===== src/rtl/burst_seq_pkg.sv =====
package burst_seq_pkg;
  localparam int OFS_W = 3;

  typedef enum logic [1:0] {
    LEN_RSVD = 2'b00,
    LEN_2    = 2'b01,
    LEN_4    = 2'b10,
    LEN_8    = 2'b11
  } len_code_e;

  typedef struct packed {
    logic             ilv;
    logic [OFS_W-1:0] mask;
    logic [OFS_W-1:0] start_ofs;
  } burst_mode_t;

  function automatic logic [OFS_W-1:0] code_to_mask(input logic [1:0] code);
    case (len_code_e'(code))
      LEN_2:   return OFS_W'(1);
      LEN_4:   return OFS_W'(3);
      LEN_8:   return OFS_W'(7);
      default: return '0;
    endcase
  endfunction
endpackage


===== src/rtl/burst_accept.sv =====
module burst_accept
  import burst_seq_pkg::*;
#(
  parameter int COL_W = 10
) (
  input  logic             clk,
  input  logic             rst,
  input  logic             start,
  input  logic             busy,
  input  logic [COL_W-1:0] start_col,
  input  logic [1:0]       len_code,
  input  logic             order_ilv,
  output logic             accept,
  output logic             reject,
  output burst_mode_t      mode,
  output logic [COL_W-1:0] base_col
);
  logic [OFS_W-1:0] new_mask;

  always_comb begin
    new_mask = code_to_mask(len_code);
    accept   = start && !busy && (new_mask != '0);
    reject   = start && !busy && (new_mask == '0);
  end

  always_ff @(posedge clk) begin
    if (rst) begin
      mode     <= '0;
      base_col <= '0;
    end else if (accept) begin
      mode.ilv       <= order_ilv;
      mode.mask      <= new_mask;
      mode.start_ofs <= start_col[OFS_W-1:0];
      base_col       <= start_col;
    end
  end
endmodule


===== src/rtl/burst_beat_ctr.sv =====
module burst_beat_ctr
  import burst_seq_pkg::*;
(
  input  logic             clk,
  input  logic             rst,
  input  logic             accept,
  input  logic [OFS_W-1:0] mask,
  output logic             active,
  output logic [OFS_W-1:0] beat,
  output logic             final_beat
);
  assign final_beat = active && (beat == mask);

  always_ff @(posedge clk) begin
    if (rst) begin
      active <= 1'b0;
      beat   <= '0;
    end else if (accept) begin
      active <= 1'b1;
      beat   <= OFS_W'(1);
    end else if (active) begin
      beat <= beat + OFS_W'(1);
      if (beat == mask) active <= 1'b0;
    end
  end
endmodule


===== src/rtl/burst_ofs_gen.sv =====
module burst_ofs_gen
  import burst_seq_pkg::*;
#(
  parameter int COL_W = 10
) (
  input  burst_mode_t      mode,
  input  logic [OFS_W-1:0] beat,
  input  logic [COL_W-1:0] base_col,
  output logic [COL_W-1:0] next_col
);
  localparam int UP_W = COL_W - OFS_W;

  logic [OFS_W-1:0] seq_ofs;
  logic [OFS_W-1:0] ilv_ofs;
  logic [OFS_W-1:0] ofs;
  logic [COL_W-1:0] keep_mask;

  always_comb begin
    seq_ofs   = (mode.start_ofs + beat) & mode.mask;
    ilv_ofs   = (mode.start_ofs ^ beat) & mode.mask;
    ofs       = mode.ilv ? ilv_ofs : seq_ofs;
    keep_mask = ~{{UP_W{1'b0}}, mode.mask};
    next_col  = (base_col & keep_mask) | {{UP_W{1'b0}}, ofs};
  end
endmodule


===== src/rtl/burst_col_seq.sv =====
module burst_col_seq
  import burst_seq_pkg::*;
#(
  parameter int COL_W = 10
) (
  input  logic             clk,
  input  logic             rst,
  input  logic             start,
  input  logic [COL_W-1:0] start_col,
  input  logic [1:0]       len_code,
  input  logic             order_ilv,
  output logic [COL_W-1:0] col_out,
  output logic             col_valid,
  output logic             last,
  output logic             busy,
  output logic             err
);
  logic             accept;
  logic             reject;
  burst_mode_t      mode;
  logic [COL_W-1:0] base_col;
  logic             active;
  logic [OFS_W-1:0] beat;
  logic             final_beat;
  logic [COL_W-1:0] next_col;
  logic [COL_W-1:0] col_q;
  logic             vld_q;
  logic             last_q;
  logic             err_q;

  burst_accept #(.COL_W(COL_W)) u_accept (
    .clk(clk), .rst(rst), .start(start), .busy(vld_q),
    .start_col(start_col), .len_code(len_code), .order_ilv(order_ilv),
    .accept(accept), .reject(reject), .mode(mode), .base_col(base_col)
  );

  burst_beat_ctr u_ctr (
    .clk(clk), .rst(rst), .accept(accept), .mask(mode.mask),
    .active(active), .beat(beat), .final_beat(final_beat)
  );

  burst_ofs_gen #(.COL_W(COL_W)) u_ofs (
    .mode(mode), .beat(beat), .base_col(base_col), .next_col(next_col)
  );

  always_ff @(posedge clk) begin
    if (rst) begin
      col_q  <= '0;
      vld_q  <= 1'b0;
      last_q <= 1'b0;
      err_q  <= 1'b0;
    end else begin
      err_q <= reject;
      if (accept) begin
        col_q  <= start_col;
        vld_q  <= 1'b1;
        last_q <= 1'b0;
      end else if (active) begin
        col_q  <= next_col;
        vld_q  <= 1'b1;
        last_q <= final_beat;
      end else begin
        vld_q  <= 1'b0;
        last_q <= 1'b0;
      end
    end
  end

  assign col_out   = col_q;
  assign col_valid = vld_q;
  assign last      = last_q;
  assign busy      = vld_q;
  assign err       = err_q;
endmodule


===== config.mk =====
export PLATFORM = sky130hd
export DESIGN_NAME = burst_col_seq
export DESIGN_NICKNAME = d
export VERILOG_FILES = /design/src/rtl/burst_seq_pkg.sv /design/src/rtl/burst_accept.sv /design/src/rtl/burst_beat_ctr.sv /design/src/rtl/burst_ofs_gen.sv /design/src/rtl/burst_col_seq.sv
export SDC_FILE = /design/constraint.sdc
export NUM_CORES = 1
export LEC_CHECK = 0
export ABC_AREA = 1
export CAP_MARGIN = 10
export CORE_UTILIZATION = 41
export DETAILED_ROUTE_END_ITERATION = 8
export DONT_BUFFER_PORTS = 1
export PLACE_DENSITY = 0.68
export SKIP_CTS_REPAIR_TIMING = 1
export SYNTH_ARGS = -nofsm -noshare
export SYNTH_HDL_FRONTEND = slang
export SYNTH_SLANG_ARGS = --single-unit

===== constraint.sdc =====
create_clock -name clk -period 1.36 [get_ports clk]
set_input_delay 0.204 -clock clk [delete_from_list [all_inputs] [get_ports clk]]
set_output_delay 0.204 -clock clk [all_outputs]
set_load 0.01 [all_outputs]

==> results of run 1 <==
## through the flow
stage / setup WS [ns] / area [µm²]
2_1_floorplan: -0.01452 / 1395
3_3_place_gp: -0.04682 / 1426
3_5_place_dp: -0.07577 / 1426
4_1_cts: -0.1054 / 1483
5_1_grt: -0.1129 / 1524
6_report: -0.03067 / 1524
## cells in the final DEF (no fill, tap or decap)
master         instances
nand2_2                9
inv_2                  2
o21ai_2                6
clkinv_2               1
nor2_1                15
nand2_4                2
dfxtp_2                2
clkbuf_4               5
nor2_4                 1
o22ai_1                2
xnor2_1                4
dfxtp_1               29
a21oi_1               11
nor2_2                 1
a21oi_2                4
ha_1                   2
o21ai_1                4
o21ai_0               12
clkbuf_8               1
a21oi_4                1
buf_4                  5
nand2_1               19
inv_1                 23
nor3_1                 2
dlygate4sd3_1          1
ha_4                   1
fa_2                   1
nand3_1                7
nand3_2                2
## per-layer routing
| layer | share of wire [%] | GRT usage, % | wire (µm) |
|---|---|---|---|
| met1 | 44 | 20.29 | 1241 |
| met2 | 49 | 26.69 | 1395 |
| met3 | 5.3 | 5.757 | 151 |
| met4 | 1.5 | 12.29 | 42 |
| met5 | 0 | 0 | 0 |
## cell families (layout without fill, tap and decap cells)
| kind of cell | count (synthesis) | count (layout) | synth area share, % |
|---|---|---|---|
| compound gates | 40 | 40 | 17.76 |
| fa+ha+maj | 4 | 4 | 4.126 |
| simple gates | 58 | 58 | 20.00 |
| buf+inv | 32 | 38 | 11.12 |
| xor+xnor | 4 | 4 | 2.511 |
| flops | 31 | 31 | 44.48 |
## power by group
part | internal [mW] | switching [mW] | total (mW)
combinational | 0.134 | 0.217 | 0.352
sequential | 0.997 | 0.0793 | 1.08
clock | 0.239 | 0.302 | 0.541
total | 1.37 | 0.599 | 1.97
## worst reg2reg max path, stage by stage (launching register included)
cell	delay (ns)
dfxtp_2	0.35
ha_4	0.16
fa_2	0.42
nand2_1	0.08
nand3_2	0.06
a21oi_2	0.16
nor2_1	0.05
## worst min-delay path by stage
stage	from	endpoint	slack [ns]	depth (start not counted)
2_1_floorplan	rst	busy	0.27	1
3_3_place_gp	rst	busy	0.27	1
3_5_place_dp	rst	busy	0.27	1
4_1_cts	rst	busy	-0.08	1
5_1_grt	start_col[3]	u_accept.base_col[3]	0.008	2
6_report	start_col[5]	u_accept.base_col[5]	0.03	2
## registers in the layout, indices dropped and copies added (netlist names)
| signal | flops |
|---|---|
| busy | 1 |
| col_out | 10 |
| err | 1 |
| last | 1 |
| u_accept.base_col | 10 |
| u_accept.mode | 4 |
| u_ctr.active | 1 |
| u_ctr.beat | 3 |
## layout make-up
class	instances	area [µm²]	area share, %
Multi-Input combinational cell	106	648.1	42.53
Sequential cell	31	623.1	40.89
Inverter	25	93.84	6.158
Tap cell	44	55.05	3.612
Clock buffer	6	51.30	3.366
Timing Repair Buffer	6	47.55	3.120
Clock inverter	1	5.005	0.3284
==> metrics.cfg, run 1 <==
[run_status]
status=finished, violations left
violations=setup timing

[grt]
grt_max_degree=21
grt_pass1_vias=1005
track_usage_pct=17.34
grt_pass1_wl_um=4471
grt_overflow=0
antenna_found_initial=0

[setup_path]
arrival_ns=1.61
rrSetupSlack_ns=-0.03
crit_end=col_out[1]
critPathTopFamily=adder cells
cp_num_buf_inv=0
end_kind=register
cp.required_ns=1.58
r2r_start=u_accept.base_col[0]
cp-start-kind=register
cpMaxStageDelayCell=fa_2
crit_start=u_accept.base_col[0]
cpPeakStageDelay_ns=0.42
worstSetupPathType=reg -> reg
rr_endpoint=col_out[1]
cp.depth=6
path_cells=ha_4 > fa_2 > nand2_1 > nand3_2 > a21oi_2 > nor2_1
rr_worst_depth=6
critPathMaxFanout=2

[cts]
cts_tree=done
cts_buffers=5
root_buffer=clkbuf_4
cts-htree-levels=2
clockBufferDepth=2
cts_num_sinks=31
path_clk_slew_ns=0.10
clk_latency_ns=0.33

[logic_synthesis]
yosysTopAreaCellShare_pct=44.48
async_reset_ff_share_pct=0
ys_warn_count=0
synth_top_area_cell=dfxtp_1
synth_common_cells=dfxtp_1, inv_1, nand2_1
syn_area_mm2=0.001395
seq_area_frac_synth_pct=44.48
synth-edff-count=0
synth_flop_cell=dfxtp_1
avgSynthCellArea_um2=8.255
syn_inst=169
synth.area.top_cells=dfxtp_1, inv_1, nand2_1, a21oi_1, o21ai_0
synth_seq_cells=31
synth.most_common_cell=dfxtp_1
synth_nets=189
ys_types=25

[pwr]
finalPower_mw=1.969
powerDensity_mw_per_mm2=1292
vdd_drop_max_mv=0.8140
leakagePower_nw=0.6270

[floorplan]
die_h_um=60.33
rows=20
coreArea_mm2=0.003128
dieArea_mm2=0.003640
start_util_pct=44.60
fp.dieW_um=60.33
ios=30

[timing]
setup_viol=2
rsz0062_at_grt=true
fin_crit_sh_pct=102.3
fmax_mhz=719.1
worst_slew_pin_slew_ns=0.6354
clock-skew-final_ns=0.006862
period_needed_ns=1.391
fin_setup_tns_ns=-0.04237
slew_viol_final=0
timing.final.ws_setup_ns=-0.03067
slew_headroom_pct=57.50
hold_violations=0
holdWs_ns=0.03410

[run]
cap_viol_max_count=0

[placement]
portBuffers=0
dpl.cell_count=211
place.gp.congestion=0.8413
dp_hpwl_um=1903

[final_layout]
insertedDiodeCount=0
final_cells=219
syn2layout_area_growth_pct=9.238
nets=195
final_core_util_pct=48.72
drive_gt1_share_pct=25.14
n_fill_cell=304

[drt]
dr.pass1.iters=6
routedWlPerCell_um=12.92
wirelength_um=2830
drc=0
first_iter_violations=35
vias_per_cell=4.900
num_vias=1073
drtAntennaViolNets=0

[worst_hold_path]
hold_class=in -> reg

No activity file was read; power rests on OpenSTA's default activity.
==> run 2: changes to the inputs <==
- SYNTH_HIERARCHICAL: default -> 1
- TNS_END_PERCENT: default -> 20
==> run 2 against run 1 <==
The flow finishes with violations (hold timing, setup timing). Wire length increased by 11%. Highest routed layer unchanged. Die area up 18%. Critical path depth up 5. Total power rose by 6.0%. Utilization shrank 2.1 points. Largest power group unchanged. Global-route usage about the same.
==> metrics.cfg, run 2 <==
[run_status]
status=finished, violations left  ; unchanged
violations=hold timing, setup timing  ; was setup timing

[pwr]
swShare_pct=29.33  ; was 30.42%
leakagePower_nw=0.9075  ; was 0.6270 nW
comb_power_share_pct=16.4  ; was 17.9%
vdd_drop_max_mv=0.8030  ; was 0.8140 mV
seqPwrFrac_pct=49.6  ; was 54.6%
intPower_mw=1.475  ; was 1.370 mW
powerDensity_mw_per_mm2=1188  ; was 1292 mW/mm²
finalPower_mw=2.088  ; was 1.969 mW
clock_power_share_pct=33.9  ; was 27.5%
p_switching_mw=0.6124  ; was 0.5990 mW

[cts]
cts_tree=done  ; unchanged
cts-htree-levels=2  ; unchanged
root_buffer=clkbuf_8  ; was clkbuf_4
clockBufferDepth=2  ; unchanged
clk_latency_ns=0.29  ; was 0.33 ns
cts_num_sinks=31  ; unchanged
cts_buffers=5  ; unchanged
path_clk_slew_ns=0.07  ; was 0.10 ns

[drt]
first_iter_violations=57  ; was 35
wirelength_um=3153  ; was 2830 µm
vias_per_cell=4.456  ; was 4.900
routedWlPerCell_um=10.58  ; was 12.92 µm
drtAntennaViolNets=0  ; unchanged
wl_met1_um=1507  ; was 1241 µm
drc=0  ; unchanged
dr.pass1.iters=4  ; was 6
num_vias=1328  ; was 1,073
wl_met3_um=161  ; was 151 µm
met2_length_um=1435  ; was 1395 µm
top_layer=met4  ; unchanged

[final_layout]
n_fill_cell=392  ; was 304
insertedDiodeCount=0  ; unchanged
drive_gt1_share_pct=14.00  ; was 25.14%
layout.area.seq_um2=623.1  ; unchanged
postLayoutCellArea_mm2=0.001758  ; was 0.001524 mm²
nets=269  ; was 195
layout_common_cells=nand2_1, inv_1, nor2_1, dfxtp_1, nand3_1  ; was dfxtp_1, inv_1, nand2_1, nor2_1, o21ai_0
largest_reg_flops=10
layout_commonest_cell=nand2_1  ; was dfxtp_1
final_cells=298  ; was 219
final_core_util_pct=46.62  ; was 48.72%
syn2layout_area_growth_pct=6.198  ; was 9.238%
multiInputGateArea_um2=737.0  ; was 648.1 µm²

[placement]
place_ws_ns=-0.1403  ; was -0.07577 ns
portBuffers=0  ; unchanged
dpl.cell_count=290  ; was 211
place_area_mm2=0.001669  ; was 0.001426 mm²
place.gp.congestion=0.7897  ; was 0.8413
dp_hpwl_um=2236  ; was 1903 µm

[timing]
holdWs_ns=-0.02350  ; was 0.03410 ns
slew_viol_final=0  ; unchanged
period_needed_ns=1.467  ; was 1.391 ns
clock-skew-final_ns=0.006433  ; was 0.006862 ns
setup_viol=2  ; unchanged
fin_setup_tns_ns=-0.2025  ; was -0.04237 ns
fin_crit_sh_pct=107.9  ; was 102.3%
timing.final.ws_setup_ns=-0.1071  ; was -0.03067 ns
slew_headroom_pct=73.33  ; was 57.50%
fmax_mhz=681.6  ; was 719.1 MHz
worst_slew_pin_slew_ns=0.3996  ; was 0.6354 ns
rsz0062_at_grt=true  ; unchanged
hold_violations=7  ; was 0

[grt]
grt_pass1_vias=1185  ; was 1,005
antenna_found_initial=0  ; unchanged
grt_max_degree=26  ; was 21
grt_overflow=0  ; unchanged
grt_pass1_wl_um=5437  ; was 4471 µm
track_usage_pct=17.32  ; was 17.34%

[logic_synthesis]
synth_common_cells=nand2_1, inv_1, nor2_1  ; was dfxtp_1, inv_1, nand2_1
seq_area_frac_synth_pct=37.49  ; was 44.48%
ys_warn_count=6  ; was 0
synth-edff-count=0  ; unchanged
syn_inst=251  ; was 169
avgSynthCellArea_um2=6.595  ; was 8.255 µm²
ys_types=24  ; was 25
synth_nets=271  ; was 189
yosysTopAreaCellShare_pct=37.49  ; was 44.48%
synth.most_common_cell=nand2_1  ; was dfxtp_1
async_reset_ff_share_pct=0  ; unchanged
synth.area.top_cells=dfxtp_1, nand2_1, inv_1, nor2_1, nand3_1  ; was dfxtp_1, inv_1, nand2_1, a21oi_1, o21ai_0
synth_top_area_cell=dfxtp_1  ; unchanged
synth_seq_cells=31  ; unchanged
synth_flop_cell=dfxtp_1  ; unchanged
syn_area_mm2=0.001655  ; was 0.001395 mm²

[setup_path]
cpMaxStageDelayCell=dfxtp_2  ; was fa_2
critPathTopFamily=simple AND/OR/NAND/NOR gates  ; was adder cells
arrival_ns=1.65  ; was 1.61 ns
cpMostUsedCell=nand3_1
critPathMaxFanout=2  ; unchanged
cp-start-kind=register  ; unchanged
worstSetupPathType=reg -> reg  ; unchanged
cp_num_buf_inv=2  ; was 0
cp.required_ns=1.54  ; was 1.58 ns
end_kind=register  ; unchanged
cpPeakStageDelay_ns=0.35  ; was 0.42 ns
path_cells=ha_4 > inv_2 > fa_2 > nor2_1 > nand3_1 > nand3_1 > nand2_1 > nand3_1 > nand3_1 > nand2_1 > inv_1  ; was ha_4 > fa_2 > nand2_1 > nand3_2 > a21oi_2 > nor2_1

[floorplan]
start_util_pct=43.90  ; was 44.60%
ios=30  ; unchanged
die_h_um=65.54  ; was 60.33 µm
coreArea_mm2=0.003771  ; was 0.003128 mm²
fp.dieW_um=65.54  ; was 60.33 µm
rows=22  ; was 20
dieArea_mm2=0.004295  ; was 0.003640 mm²

[worst_hold_path]
hold_class=in -> reg  ; unchanged

[run]
cap_viol_max_count=0  ; unchanged

[run 2: changes by cell type after synthesis, sizes merged]
cell and change:
xnor2 -3, clkbuf -1, nor2 +21, nand2 +48, o21ai -19, nand4 +1
nand3 +15, a21oi -10, o22ai -2, nor3 -1, inv +19, mux2 +1
buf +13
[run 2: layer usage]
metal	global-route usage [%]	vias to the layer above
li1	-	727
met2	26.80	27
met5	0	-
met4	8.967	0
met1	20.63	570
met3	6.597	4
[run 2: cell families (layout without fill, tap and decap cells)]
family | Yosys count | after routing | share of synthesized area (%)
AND/OR/NAND/NOR | 142 | 142 | 35.75
buffers and inverters | 63 | 62 | 19.12
flip-flops | 31 | 31 | 37.49
AO/OA/AOI/OAI | 9 | 9 | 2.947
adder cells (fa/ha/maj) | 4 | 4 | 3.477
XOR/XNOR | 1 | 1 | 0.5292
multiplexers | 1 | 1 | 0.6802
[run 2: worst register-to-register path, cell delays in order, from the launching register on]
cell     delay, ns
dfxtp_2       0.35
ha_4          0.13
inv_2         0.03
fa_2          0.34
nor2_1        0.09
nand3_1       0.07
nand3_1       0.07
nand2_1       0.05
nand3_1       0.07
nand3_1       0.07
nand2_1       0.06
inv_1         0.04
[run 2: area by class of cell]
type | instances | share of cell area, %
Multi-Input combinational cell | 157 | 41.92
Sequential cell | 31 | 35.44
Inverter | 44 | 9.395
Timing Repair Buffer | 10 | 4.982
Clock buffer | 6 | 4.128
Tap cell | 48 | 3.416
Clock inverter | 2 | 0.7117
[run 2: power by group through the flow]
stage / Sequential (mW) / Clock, mW / Combinational [mW]
after floorplan: 1.05 / 0 / 0.305
after global placement: 1.06 / 0 / 0.335
after detailed placement: 1.06 / 0 / 0.341
after CTS: 1.04 / 0.739 / 0.342
after global routing: 1.05 / 0.782 / 0.393
final: 1.04 / 0.709 / 0.343
[run 2: worst paths after layout]
| check | startpoint | end | slack, ns | depth (start not counted) |
|---|---|---|---|---|
| worst min register to register | u_accept/base_col[8] | u_accept/base_col[8] | 0.49 | 2 |
| worst max-delay path | u_accept/mode[0] | col_out[2] | -0.11 | 11 |
| worst min-delay path | rst | err | -0.02 | 1 |
| worst max register to register | u_accept/mode[0] | col_out[2] | -0.11 | 11 |
==> run 3: changes to the inputs <==
- BUFFER_PORTS_ARGS: default -> -buffer_cell sky130_fd_sc_hd__buf_4
- DONT_BUFFER_PORTS: 1 -> default
- PLACE_DENSITY: 0.68 -> 0.75
==> run 3 against run 2 <==
The flow finishes with violations (setup timing). Critical path type unchanged. Clock skew is essentially flat. Total power grew 13%. Final cell count grew 10%. Worst setup slack lost 0.0096 ns. Largest cell class unchanged. Global-route usage grew 0.13 points. Via count grew 9.0%. Highest routed layer unchanged. Maximum frequency shrank 0.65%. Clock-buffer cell count shrank 1. Die area is the same. Sequential power is essentially flat. Sequential cell count is the same. Sequential share of layout area shrank 4.5 points.
==> metrics.cfg, run 3 (synthesized netlist as in run 2, its figures left out) <==
[drt]
drc=0  ; unchanged
vias_per_cell=4.412  ; was 4.456
routedWlPerCell_um=9.738  ; was 10.58 µm
dr.pass1.iters=4  ; unchanged
num_vias=1447  ; was 1,328
drtAntennaViolNets=0  ; unchanged
wirelength_um=3194  ; was 3153 µm
first_iter_violations=71  ; was 57

[grt]
grt_overflow=0  ; unchanged
grt_pass1_vias=1235  ; was 1,185
grt_pass1_wl_um=5499  ; was 5437 µm
track_usage_pct=17.45  ; was 17.32%
grt_max_degree=18  ; was 26
antenna_found_initial=0  ; unchanged

[timing]
slew_headroom_pct=73.35  ; was 73.33%
period_needed_ns=1.477  ; was 1.467 ns
worst_slew_pin_slew_ns=0.3994  ; was 0.3996 ns
timing.final.ws_setup_ns=-0.1167  ; was -0.1071 ns
fmax_mhz=677.2  ; was 681.6 MHz
hold_violations=0  ; was 7
fin_crit_sh_pct=108.6  ; was 107.9%
slew_viol_final=0  ; unchanged
rsz0062_at_grt=true  ; unchanged
fin_setup_tns_ns=-0.2499  ; was -0.2025 ns
clock-skew-final_ns=0.006204  ; was 0.006433 ns
setup_viol=4  ; was 2

[pwr]
vdd_drop_max_mv=0.8492  ; was 0.8030 mV
finalPower_mw=2.366  ; was 2.088 mW
leakagePower_nw=1.077  ; was 0.9075 nW
powerDensity_mw_per_mm2=1176  ; was 1188 mW/mm²

[cts]
cts_tree=done  ; unchanged
cts_buffers=5  ; unchanged
cts_num_sinks=31  ; unchanged
clockBufferDepth=2  ; unchanged
root_buffer=clkbuf_8  ; unchanged
path_clk_slew_ns=0.06  ; was 0.07 ns
clk_latency_ns=0.29  ; about the same
cts-htree-levels=2  ; unchanged

[final_layout]
layout_common_cells=nand2_1, inv_1, buf_4, nor2_1, dfxtp_1  ; was nand2_1, inv_1, nor2_1, dfxtp_1, nand3_1
nets=299  ; was 269
layout_commonest_cell=nand2_1  ; unchanged
drive_gt1_share_pct=23.57  ; was 14.00%
insertedDiodeCount=0  ; unchanged
n_fill_cell=371  ; was 392
largest_reg_flops=10  ; unchanged
multiInputGateArea_um2=738.2  ; was 737.0 µm²
syn2layout_area_growth_pct=21.54  ; was 6.198%
layout.area.seq_um2=623.1  ; unchanged

[run_status]
status=finished, violations left  ; unchanged
violations=setup timing  ; was hold timing, setup timing

[worst_hold_path]
hold_end=u_ctr/active  ; was err
hp-start=rst  ; unchanged
hold_class=in -> reg  ; unchanged
min_path_cells=2  ; was 1

[floorplan]
coreArea_mm2=0.003771  ; unchanged
rows=22  ; unchanged
start_util_pct=43.90  ; unchanged
ios=30  ; unchanged
fp.dieW_um=65.54  ; unchanged
die_h_um=65.54  ; unchanged
dieArea_mm2=0.004295  ; unchanged

[setup_path]
arrival_ns=1.66  ; was 1.65 ns
cp.required_ns=1.54  ; about the same
end_kind=register  ; unchanged
rr_endpoint=col_out[1]  ; was col_out[2]
worstSetupPathType=reg -> reg  ; unchanged
rr_worst_depth=8  ; was 11
rrSetupSlack_ns=-0.12  ; was -0.11 ns
cp-start-kind=register  ; unchanged
r2r_start=u_ctr/beat[0]  ; was u_accept/mode[0]
critPathMaxFanout=2  ; unchanged

[placement]
place.gp.congestion=0.7706  ; was 0.7897
portBuffers=29  ; was 0
dp_hpwl_um=2346  ; was 2236 µm

[run]
cap_viol_max_count=0  ; unchanged

## run 3: cell types whose count changed in the layout (fill, tap and decap cells not counted), sizes merged
cell      change
buf          +30
bufinv        +1
clkbuf        -1
clkinv        +1
clkinvlp      -1
## run 3: layout make-up
class | count | share of cell area, %
flip-flops and latches | 31 | 30.97
well taps | 48 | 2.985
inverters | 44 | 8.209
clock inverters | 3 | 2.177
repair buffers | 40 | 15.55
multi-input cells | 157 | 36.69
clock buffers | 5 | 3.420
## run 3: critical path, cell delays in order (launching register included)
cell	delay, ns
dfxtp_2	0.35
ha_4	0.13
inv_2	0.03
fa_2	0.51
o21ai_1	0.05
a21oi_1	0.11
nor2_1	0.05
nand4_1	0.07
nand2_1	0.06
## run 3: layer usage
| metal | vias up | GRT usage [%] | share of wire, % |
|---|---|---|---|
| met4 | 0 | 6.522 | 1.1 |
| met5 | - | 0 | 0 |
| met3 | 4 | 7.292 | 5.7 |
| met2 | 32 | 26.93 | 45 |
| li1 | 790 | - | - |
| met1 | 621 | 21.44 | 48 |
## run 3: power by group
| group | leakage [nW] | switching, mW | total, mW | internal, mW |
|---|---|---|---|---|
| clock | 0.0581 | 0.361 | 0.906 | 0.545 |
| sequential | 0.256 | 0.0474 | 1.02 | 0.977 |
| combinational | 0.763 | 0.234 | 0.436 | 0.202 |
## run 3: stage by stage
stage | setup slack [ns] | util (%) | cells | hold WS [ns] | instance area [µm²]
floorplan | -0.1251 | - | 251 | 0.2664 | 1677
global placement | -0.1152 | 50.23 | 320 | 0.4587 | 1894
detailed placement | -0.1418 | 50.23 | 320 | 0.4549 | 1894
CTS | -0.1480 | 53.22 | 328 | 0.1455 | 2007
global route | -0.2201 | 53.35 | 328 | 0.1561 | 2012
finish | -0.1167 | 53.35 | 328 | 0.1574 | 2012
## run 3: worst max-delay path by stage
stage | start | endpoint | slack, ns | cells past startpoint
after global routing | u_ctr/beat[0] | col_out[2] | -0.22 | 11
after global placement | u_ctr/beat[0] | col_out[2] | -0.12 | 11
after CTS | u_ctr/beat[0] | col_out[2] | -0.15 | 11
after detailed placement | u_ctr/beat[0] | col_out[1] | -0.14 | 8
final | u_ctr/beat[0] | col_out[1] | -0.12 | 8
after floorplan | u_accept/mode[0] | col_out[1] | -0.13 | 9
